--- src/rtl/acc_alu_pkg.sv ---
`timescale 1ns/1ps
package acc_alu_pkg;

    parameter int DATA_W = 8;
    parameter int NIB_W  = DATA_W / 2;
    parameter int OP_W   = 4;

    typedef enum logic [OP_W-1:0] {
        OP_ADD  = 4'd0,
        OP_ADDC = 4'd1,
        OP_SUBB = 4'd2,
        OP_DA   = 4'd3,
        OP_AND  = 4'd4,
        OP_OR   = 4'd5,
        OP_XOR  = 4'd6,
        OP_CLR  = 4'd7,
        OP_CPL  = 4'd8,
        OP_RL   = 4'd9,
        OP_RR   = 4'd10,
        OP_RLC  = 4'd11,
        OP_RRC  = 4'd12,
        OP_SWAP = 4'd13,
        OP_MUL  = 4'd14,
        OP_DIV  = 4'd15
    } alu_op_e;

    typedef struct packed {
        logic [DATA_W-1:0] res;
        logic [DATA_W-1:0] hi;
        logic              cy;
        logic              ac;
        logic              ov;
        logic              p;
    } alu_out_t;

endpackage

--- src/rtl/acc_alu_addsub.sv ---
`timescale 1ns/1ps
module acc_alu_addsub #(
    parameter int W = acc_alu_pkg::DATA_W
) (
    input  logic [W-1:0] a,
    input  logic [W-1:0] b,
    input  logic         cin,
    input  logic         sub,
    output logic [W-1:0] res,
    output logic         cy,
    output logic         ac,
    output logic         ov
);
    localparam int H = W / 2;

    logic [W-1:0]   bx;
    logic           ci;
    logic [H:0]     lo_s;
    logic [W-H:0]   hi_s;

    always_comb begin
        // subtract as a + ~b + ~borrow; carries then mean "no borrow"
        bx   = sub ? ~b : b;
        ci   = sub ? ~cin : cin;
        lo_s = {1'b0, a[H-1:0]} + {1'b0, bx[H-1:0]} + {{H{1'b0}}, ci};
        hi_s = {1'b0, a[W-1:H]} + {1'b0, bx[W-1:H]} + {{(W-H){1'b0}}, lo_s[H]};
        res  = {hi_s[W-H-1:0], lo_s[H-1:0]};
        cy   = hi_s[W-H] ^ sub;
        ac   = lo_s[H] ^ sub;
        ov   = (a[W-1] == bx[W-1]) && (res[W-1] != a[W-1]);
    end

endmodule

--- src/rtl/acc_alu_decadj.sv ---
`timescale 1ns/1ps
module acc_alu_decadj #(
    parameter int W = acc_alu_pkg::DATA_W
) (
    input  logic [W-1:0] a,
    input  logic         ac,
    input  logic         cy,
    output logic [W-1:0] res,
    output logic         cy_o
);
    localparam int H = W / 2;
    localparam logic [W:0]   LO_FIX = (W+1)'(6);
    localparam logic [W:0]   HI_FIX = (W+1)'(6) << H;
    localparam logic [H-1:0] DIG_MAX = H'(9);

    logic [W:0] t1;
    logic [W:0] t2;
    logic       c1;
    logic       fix_lo;
    logic       fix_hi;

    always_comb begin
        fix_lo = (a[H-1:0] > DIG_MAX) || ac;
        t1     = fix_lo ? ({1'b0, a} + LO_FIX) : {1'b0, a};
        c1     = cy | t1[W];
        fix_hi = (t1[W-1:H] > DIG_MAX) || c1;
        t2     = fix_hi ? ({1'b0, t1[W-1:0]} + HI_FIX) : {1'b0, t1[W-1:0]};
        res    = t2[W-1:0];
        cy_o   = c1 | t2[W];
    end

endmodule

--- src/rtl/acc_alu_bitops.sv ---
`timescale 1ns/1ps
module acc_alu_bitops #(
    parameter int W = acc_alu_pkg::DATA_W
) (
    input  acc_alu_pkg::alu_op_e op,
    input  logic [W-1:0]         a,
    input  logic [W-1:0]         b,
    input  logic                 cy,
    output logic [W-1:0]         res,
    output logic                 cy_o
);
    import acc_alu_pkg::*;
    localparam int H = W / 2;

    always_comb begin
        res  = a;
        cy_o = cy;
        unique case (op)
            OP_AND:  res = a & b;
            OP_OR:   res = a | b;
            OP_XOR:  res = a ^ b;
            OP_CLR:  res = '0;
            OP_CPL:  res = ~a;
            OP_RL:   res = {a[W-2:0], a[W-1]};
            OP_RR:   res = {a[0], a[W-1:1]};
            OP_RLC:  begin res = {a[W-2:0], cy}; cy_o = a[W-1]; end
            OP_RRC:  begin res = {cy, a[W-1:1]}; cy_o = a[0];   end
            OP_SWAP: res = {a[H-1:0], a[W-1:H]};
            default: res = a;
        endcase
    end

endmodule

--- src/rtl/acc_alu_muldiv.sv ---
`timescale 1ns/1ps
module acc_alu_muldiv #(
    parameter int W = acc_alu_pkg::DATA_W
) (
    input  logic [W-1:0]   a,
    input  logic [W-1:0]   b,
    output logic [2*W-1:0] prod,
    output logic [W-1:0]   quo,
    output logic [W-1:0]   rem,
    output logic           dz
);
    localparam int PW = 2 * W;

    logic [W-1:0][PW-1:0] pp;

    genvar gi;
    generate
        for (gi = 0; gi < W; gi++) begin : g_pp
            assign pp[gi] = b[gi] ? ({{W{1'b0}}, a} << gi) : '0;
        end
    endgenerate

    always_comb begin
        prod = '0;
        for (int i = 0; i < W; i++) begin
            prod = prod + pp[i];
        end
    end

    // restoring division, one quotient bit per step, MSB first
    always_comb begin
        logic [W-1:0] r_v;
        logic [W:0]   part;
        r_v  = '0;
        part = '0;
        quo  = '0;
        for (int i = W - 1; i >= 0; i--) begin
            part = {r_v, a[i]};
            if (part >= {1'b0, b}) begin
                quo[i] = 1'b1;
                part   = part - {1'b0, b};
            end
            r_v = part[W-1:0];
        end
        rem = r_v;
        dz  = (b == '0);
    end

endmodule

--- src/rtl/acc_alu_core.sv ---
`timescale 1ns/1ps
module acc_alu_core (
    input  logic       clk,
    input  logic       rst_n,
    input  logic [3:0] op_i,
    input  logic [7:0] acc_i,
    input  logic [7:0] opnd_i,
    input  logic       cy_i,
    input  logic       ac_i,
    input  logic       ov_i,
    output logic [7:0] res_o,
    output logic [7:0] res_hi_o,
    output logic       cy_o,
    output logic       ac_o,
    output logic       ov_o,
    output logic       par_o
);
    import acc_alu_pkg::*;
    localparam int W = DATA_W;

    alu_op_e op;
    assign op = alu_op_e'(op_i);

    logic [W-1:0]   as_res;
    logic           as_cy, as_ac, as_ov;
    logic [W-1:0]   da_res;
    logic           da_cy;
    logic [W-1:0]   bo_res;
    logic           bo_cy;
    logic [2*W-1:0] md_prod;
    logic [W-1:0]   md_quo, md_rem;
    logic           md_dz;

    acc_alu_addsub #(.W(W)) u_addsub (
        .a   (acc_i),
        .b   (opnd_i),
        .cin (op != OP_ADD && cy_i),
        .sub (op == OP_SUBB),
        .res (as_res),
        .cy  (as_cy),
        .ac  (as_ac),
        .ov  (as_ov)
    );

    acc_alu_decadj #(.W(W)) u_decadj (
        .a    (acc_i),
        .ac   (ac_i),
        .cy   (cy_i),
        .res  (da_res),
        .cy_o (da_cy)
    );

    acc_alu_bitops #(.W(W)) u_bitops (
        .op   (op),
        .a    (acc_i),
        .b    (opnd_i),
        .cy   (cy_i),
        .res  (bo_res),
        .cy_o (bo_cy)
    );

    acc_alu_muldiv #(.W(W)) u_muldiv (
        .a    (acc_i),
        .b    (opnd_i),
        .prod (md_prod),
        .quo  (md_quo),
        .rem  (md_rem),
        .dz   (md_dz)
    );

    alu_out_t   out_d, out_q;
    alu_op_e    op_d, op_q;
    logic [W-1:0] opnd_d, opnd_q;
    logic       cyin_d, cyin_q;

    always_comb begin
        out_d     = '0;
        out_d.res = acc_i;
        out_d.hi  = opnd_i;
        out_d.cy  = cy_i;
        out_d.ac  = ac_i;
        out_d.ov  = ov_i;
        unique case (op)
            OP_ADD, OP_ADDC, OP_SUBB: begin
                out_d.res = as_res;
                out_d.cy  = as_cy;
                out_d.ac  = as_ac;
                out_d.ov  = as_ov;
            end
            OP_DA: begin
                out_d.res = da_res;
                out_d.cy  = da_cy;
            end
            OP_MUL: begin
                out_d.res = md_prod[W-1:0];
                out_d.hi  = md_prod[2*W-1:W];
                out_d.cy  = 1'b0;
                out_d.ov  = |md_prod[2*W-1:W];
            end
            OP_DIV: begin
                out_d.res = md_quo;
                out_d.hi  = md_rem;
                out_d.cy  = 1'b0;
                out_d.ov  = md_dz;
            end
            default: begin
                out_d.res = bo_res;
                out_d.cy  = bo_cy;
            end
        endcase
        out_d.p = ^out_d.res;
        op_d    = op;
        opnd_d  = opnd_i;
        cyin_d  = cy_i;
    end

    always_ff @(posedge clk) begin
        if (!rst_n) begin
            out_q  <= '0;
            op_q   <= OP_ADD;
            opnd_q <= '0;
            cyin_q <= 1'b0;
        end else begin
            out_q  <= out_d;
            op_q   <= op_d;
            opnd_q <= opnd_d;
            cyin_q <= cyin_d;
        end
    end

    assign res_o    = out_q.res;
    assign res_hi_o = out_q.hi;
    assign cy_o     = out_q.cy;
    assign ac_o     = out_q.ac;
    assign ov_o     = out_q.ov;
    assign par_o    = out_q.p;

    AST_MUL_CY_CLR: assert property (@(posedge clk) disable iff (!rst_n) (op_q == OP_MUL) |-> !cy_o);
    AST_MUL_OV: assert property (@(posedge clk) disable iff (!rst_n) (op_q == OP_MUL) |-> (ov_o == (res_hi_o != 8'h00)));
    AST_DIV_CY_CLR: assert property (@(posedge clk) disable iff (!rst_n) (op_q == OP_DIV) |-> !cy_o);
    AST_DIV_ZERO: assert property (@(posedge clk) disable iff (!rst_n) (op_q == OP_DIV) |-> (ov_o == (opnd_q == 8'h00)));
    AST_DIV_REM: assert property (@(posedge clk) disable iff (!rst_n) (op_q == OP_DIV && opnd_q != 8'h00) |-> (res_hi_o < opnd_q));
    AST_DA_CY_STICKY: assert property (@(posedge clk) disable iff (!rst_n) (op_q == OP_DA && cyin_q) |-> cy_o);
    AST_PARITY: assert property (@(posedge clk) disable iff (!rst_n) par_o == ($countones(res_o) % 2 == 1));
    AST_HI_PASS: assert property (@(posedge clk) disable iff (!rst_n) (op_q != OP_MUL && op_q != OP_DIV) |-> (res_hi_o == opnd_q));

endmodule

--- config.mk ---
export PLATFORM = sky130hd
export DESIGN_NAME = acc_alu_core
export DESIGN_NICKNAME = d
export VERILOG_FILES = /design/src/rtl/acc_alu_pkg.sv /design/src/rtl/acc_alu_addsub.sv /design/src/rtl/acc_alu_decadj.sv /design/src/rtl/acc_alu_bitops.sv /design/src/rtl/acc_alu_muldiv.sv /design/src/rtl/acc_alu_core.sv
export SDC_FILE = /design/constraint.sdc
export NUM_CORES = 1
export LEC_CHECK = 0
export BUFFER_PORTS_ARGS = -buffer_cell sky130_fd_sc_hd__buf_2
export CAP_MARGIN = 0
export CORE_ASPECT_RATIO = 0.5
export CORE_MARGIN = 4
export CORE_UTILIZATION = 55
export CTS_CLUSTER_DIAMETER = 60
export DETAILED_ROUTE_END_ITERATION = 7
export PLACE_DENSITY = 0.73
export SLEW_MARGIN = 40
export SYNTH_ARGS = -nofsm -noshare
export SYNTH_HDL_FRONTEND = slang
export SYNTH_SLANG_ARGS = --single-unit
--- constraint.sdc ---
create_clock -name clk -period 20.1 [get_ports clk]
set_input_delay 1.005 -clock clk [delete_from_list [all_inputs] [get_ports clk]]
set_output_delay 1.005 -clock clk [all_outputs]
set_load 0.02 [all_outputs]
==> run_results.csv, run 1 <==
group,metric,value,unit
synth,muxShareOfSynthArea,0.0665,
floorplanning,num_rows,29,
global_route,grt_pass1_wl,37100,um
layout,finalInstanceArea,7760,um2
clocking,cts-buffers-inserted,3,
placed_design,hpwl,18000,um
synth,yosys_warnings,0,
routing,drt_wl_total,23500,um
routing,vias_per_cell,6.39,
setup_path,slowest_delay,0.58,ns
setup_path,critPathMaxFanout,18,
synth,ys_ff_latch,20,
clocking,path_clk_slew,0.05,ns
setup_path,start_kind,"primary input",
timing,rsz0062_at_grt,"no",
routing,avgRoutedWirePerCell,20.8,um
run,maxCapViolations,0,
synth,synth_top_cell_area_share,0.205,
synth,synthArstFlopShare,0,
power,power,0.767,mW
setup_path,cp_slowest_cell,"or4b_1",
synth,yosysTopAreaCell,"ha_1",
synth,syn_avg_cell_area,7.77,um2
synth,synth_nets,1138,
clocking,cts_tree,"built",
global_route,grt_max_degree,44,
synth,synthSimpleGateAreaFrac,0.176,
timing,slew_headroom,0.500,
placed_design,portBuffers,44,
setup_path,arrival,18.79,ns
layout,area_growth,5.78,%
clocking,clock-sinks,20,
setup_path,path_buf_inv,10,
global_route,track_usage,0.308,
clocking,h-tree-depth,1,
placed_design,dpl_cell_area,7680,um2
setup_path,critPathKind,"in -> reg",
timing,hold_viol_final,0,
status,status,"completed",
setup_path,cp.required,20.23,ns
routing,drt-pass1-iter-count,6,
floorplanning,fp.dieArea,15400,um2
timing,finalSetupTns,0,ns
setup_path,crit_family,"compound AO/OA/AOI/OAI gates",
synth,synth_common_cells,"120 x ha_1, 93 x inv_1, 91 x nor2_1",
synth,synth_top_family_by_area,"adder cells",
synth,synth_xor_area_frac,0.0771,
clocking,clock_path_buffers,2,
timing,fin_ws,1.44,ns
routing,ant_nets,0,
power,peakVddDrop,0.0991,mV
layout,final_nets,1159,
synth,yosysMostFrequentCell,"ha_1",
power,total_leakage_power,3.76,nW
floorplanning,fp.dieW,171,um
synth,synth_area,7340,um2
clocking,cts_hold_buf,0,
timing,period_needed,18.66,ns
setup_path,end_kind,"flip-flop",
floorplanning,coreArea,12800,um2
timing,tightestPinTransition,0.750,ns
hold_path,holdCritPathClass,"in -> reg",
layout,antenna_cells,0,
global_route,grt_pass1_vias,6716,
synth,synth_edf_count,0,
timing,fmax,0.0536,GHz
routing,drc,0,
placed_design,dp_slack,0.851,ns
placed_design,gp_congestion,0.986,
floorplanning,start_util,0.571,
timing,slew_violations,0,
floorplanning,die_y,89.7,um
synth,synthCells,944,
timing,hold_slack,1.04,ns
global_route,antenna_found_initial,0,
layout,final_layout_size_suffix_gt1_frac,0.0935,
synth,ys_seq_area_frac,0.0546,
synth,synth_compound_area_frac,0.219,
synth,synthTopCellsByArea,"ha_1 20%, fa_1 13%, xnor2_1 5.7%",
global_route,globalRouteOverflowTotal,0,
routing,vias,7242,
timing,finalCritPeriodShare,0.928,
power,powerDensity,98.8,nW/um2
clocking,ctsRootBufferMaster,"clkbuf_16",
synth,synth-main-ff-cell,"dfxtp_1",
synth,ys_types,69,
routing,initialDrtViolationCount,670,
floorplanning,ioPinCount,45,
synth,synthAdderAreaFrac,0.338,
timing,setup_viol,0,
flip-flops by register name, indices dropped and copies added (netlist names):
register	flops
ac_o	1
res_hi_o	8
ov_o	1
par_o	1
cy_o	1
res_o	8
layer usage:
metal	up-vias	share of wire	global-route usage
met5	-	0	0
met1	3455	0.47	0.463
met2	370	0.41	0.462
met4	0	0.018	0.0669
met3	40	0.11	0.0538
li1	3377	-	-
final timing paths:
| kind | cells past startpoint | from | endpoint |
|---|---|---|---|
| hold / removal | 2 | ov_i | ov_o |
| setup / recovery | 82 | acc_i[7] | res_hi_o[0] |
cell families (layout without fill, tap and decap cells):
logic type | Yosys count | count (layout)
AOI/OAI and AO/OA | 241 | 241
xor gates and xnor gates | 63 | 63
adders and majority gates | 169 | 169
buffers and inverters | 130 | 149
DFF | 20 | 20
muxes | 45 | 45
and+or+nand+nor | 276 | 276
timing repair:
item                                   4_1_cts  5_1_grt
setup buffers                                0        0
resized for setup                            0        6
endpoints found under the hold margin        0        0
setup endpoints to repair                    0       10
stage by stage:
step	instances	util
6_report	1133	0.604
5_1_grt	1133	0.604
4_1_cts	1133	0.604
3_5_place_dp	1130	0.598
3_3_place_gp	1130	0.598
2_1_floorplan	944	-
layout by cell type, fill, tap and decap left out, types with 6 or more instances in the layout:
| cell type | synthesis | layout |
|---|---|---|
| a211oi_1 | 8 | 8 |
| nand2b_1 | 11 | 10 |
| a222oi_1 | 6 | 6 |
| buf_2 | 3 | 44 |
| ha_1 | 120 | 120 |
| fa_1 | 49 | 49 |
| mux2_1 | 7 | 7 |
| and2_1 | 7 | 7 |
| mux2_2 | 23 | 23 |
| o21a_1 | 6 | 6 |
| a21oi_1 | 66 | 66 |
| nor2b_1 | 15 | 15 |
| a2111oi_0 | 6 | 6 |
| mux2i_1 | 15 | 15 |
| a21boi_0 | 6 | 6 |
| inv_1 | 93 | 93 |
| dfxtp_1 | 20 | 20 |
| o211ai_1 | 6 | 6 |
| nand4_1 | 9 | 9 |
| buf_4 | 2 | 7 |
| a21o_1 | 19 | 19 |
| xor2_1 | 14 | 14 |
| nand2_1 | 81 | 81 |
| xnor2_1 | 48 | 48 |
| a31oi_1 | 8 | 8 |
| nor2_1 | 91 | 90 |
| o21ai_0 | 57 | 54 |
| nand3_1 | 15 | 15 |
| nor3_1 | 16 | 16 |
cell type report:
class                      instances  area, um2
multi-input combinational        794       6440
fill                            1215       5080
inverter                          95        357
sequential                        20        400
clock buffer                       3       75.1
tap                              170        213
timing repair buffer              51        273
report_power, final:
part / internal [mW] / switching, mW / leakage [nW] / total, mW
sequential: 0.0453 / 0.00155 / 0.166 / 0.0468
clock: 0.0262 / 0.0141 / 0.0370 / 0.0403
combinational: 0.294 / 0.386 / 3.56 / 0.679
(Power assumes the default switching activity.)
==> inputs of run 2 (changes only) <==
==> constraint.sdc (replaced) <==
create_clock -name clk -period 20.1 [get_ports clk]
set_input_delay 0 -clock clk [delete_from_list [all_inputs] [get_ports clk]]
set_output_delay 0 -clock clk [all_outputs]
set_load 0.02 [all_outputs]
==> run 2 against run 1 <==
Net effect:
- worst hold slack lost 1.0 ns
- die area is the same
- critical path depth grew 1
- final area up 0.19%
- first-iteration DRC count grew 8.7%
- power fell by 0.25%
- cell count rose by 0.18%
- sequential share of layout area hardly changed
- clock power about the same
==> run_results.csv, run 2 (same netlist as run 1, synthesis figures left out) <==
group,metric,value,unit
power,total_leakage_power,3.77,nW
global_route,grt_pass1_vias,6815,
timing,hold_slack,0.0274,ns
placed_design,gp_congestion,0.986,
floorplanning,coreArea,12800,um2
timing,rsz0062_at_grt,"no",
routing,avgRoutedWirePerCell,20.8,um
global_route,antenna_found_initial,0,
timing,slew_headroom,0.503,
timing,tightestPinTransition,0.746,ns
floorplanning,die_y,89.7,um
power,powerDensity,98.3,nW/um2
hold_path,holdCritPathClass,"in -> reg",
layout,layout_common_cells,"120 x ha_1, 92 x inv_1, 90 x nor2_1, 81 x nand2_1, 66 x a21oi_1",
layout,final_nets,1161,
setup_path,cp.required,20.22,ns
hold_path,min_to,"ov_o",
setup_path,start_kind,"primary input",
placed_design,portBuffers,44,
timing,slew_violations,0,
placed_design,dp_slack,1.77,ns
status,status,"completed",
setup_path,crit_path_frequent_cell,"o21ai_0",
layout,antenna_cells,0,
floorplanning,start_util,0.571,
routing,ant_nets,0,
run,maxCapViolations,0,
layout,final_common_cell,"ha_1",
routing,vias,7260,
layout,seq_area,400,um2
placed_design,hpwl,18100,um
routing,drc,0,
clocking,clock-sinks,20,
layout,area_growth,5.99,%
timing,hold_viol_final,0,
timing,fmax,0.0548,GHz
setup_path,critPathKind,"in -> reg",
timing,period_needed,18.24,ns
layout,fill_cells,1179,
hold_path,hold_start,"ov_i",
setup_path,arrival,18.36,ns
setup_path,critPathLaunch,"acc_i[7]",
clocking,cts-buffers-inserted,3,
layout,final_layout_size_suffix_gt1_frac,0.0933,
timing,setup_viol,0,
floorplanning,ioPinCount,45,
floorplanning,fp.dieW,171,um
global_route,grt_max_degree,44,
routing,initialDrtViolationCount,728,
routing,drt-pass1-iter-count,8,
power,peakVddDrop,0.0885,mV
setup_path,slowest_delay,0.57,ns
layout,finalInstanceArea,7780,um2
placed_design,dp.cells,1129,
layout,multi_input_area,6440,um2
floorplanning,num_rows,29,
clocking,h-tree-depth,1,
routing,vias_per_cell,6.40,
timing,finalCritPeriodShare,0.907,
hold_path,holdPathStages,2,
routing,drt_wl_total,23600,um
clocking,ctsRootBufferMaster,"clkbuf_16",
global_route,grt_pass1_wl,37000,um
clocking,cts_tree,"built",
setup_path,end_kind,"flip-flop",
timing,finalSetupTns,0,ns
clocking,clock_path_buffers,2,
timing,fin_ws,1.86,ns
global_route,track_usage,0.308,
setup_path,critPathMaxFanout,18,
floorplanning,fp.dieArea,15400,um2
layout,fin_util,0.605,
global_route,globalRouteOverflowTotal,0,
placed_design,dpl_cell_area,7670,um2
setup_path,cp_slowest_cell,"or4b_1",
power,power,0.765,mW
layout,finalNonFillerCells,1135,
clocking,path_clk_slew,0.05,ns
run 2: changes by cell type in the layout (fill, tap and decap cells not counted), sizes merged:
cell / before / now
inv: 93 / 92
buf: 51 / 53
clkinvlp: 0 / 1
run 2: per-layer routing:
layer | up-vias | share of wire | GRT usage
li1 | 3389 | - | -
met1 | 3482 | 0.46 | 0.456
met2 | 346 | 0.41 | 0.457
met3 | 43 | 0.11 | 0.0665
met4 | 0 | 0.020 | 0.0784
met5 | - | 0 | 0
run 2: worst max-delay path by stage:
stage                     depth (start not counted)           to
after global placement                           82  res_hi_o[0]
after floorplan                                  88  res_hi_o[7]
final                                            83  res_hi_o[7]
after detailed placement                         82  res_hi_o[0]
after global routing                             83  res_hi_o[7]
after CTS                                        82  res_hi_o[7]
run 2: cell type report:
type,count,share of cell area
timing repair buffer,53,0.0370
inverter,95,0.0463
tap,170,0.0274
multi-input combinational,794,0.828
sequential,20,0.0515
clock buffer,3,0.00965
run 2: critical path, delay by kind of cell:
kind	cells	cell delay [ns]
AO/OA/AOI/OAI	39	9.09
adder cells (fa/ha/maj)	9	2.41
buffers and inverters	11	1.34
multiplexers	3	1.24
AND/OR/NAND/NOR	21	4.27
run 2: what timing repair did:
action,4_1_cts,5_1_grt
gates resized for setup,0,1
hold buffers,0,0
buffers inserted,0,3
endpoints found under the setup margin,0,3
run 2: power by group:
part | total, mW | switching (mW) | internal, mW
clock network | 0.0406 | 0.0144 | 0.0262
logic | 0.677 | 0.384 | 0.293
registers | 0.0467 | 0.00146 | 0.0453
total | 0.765 | 0.400 | 0.365
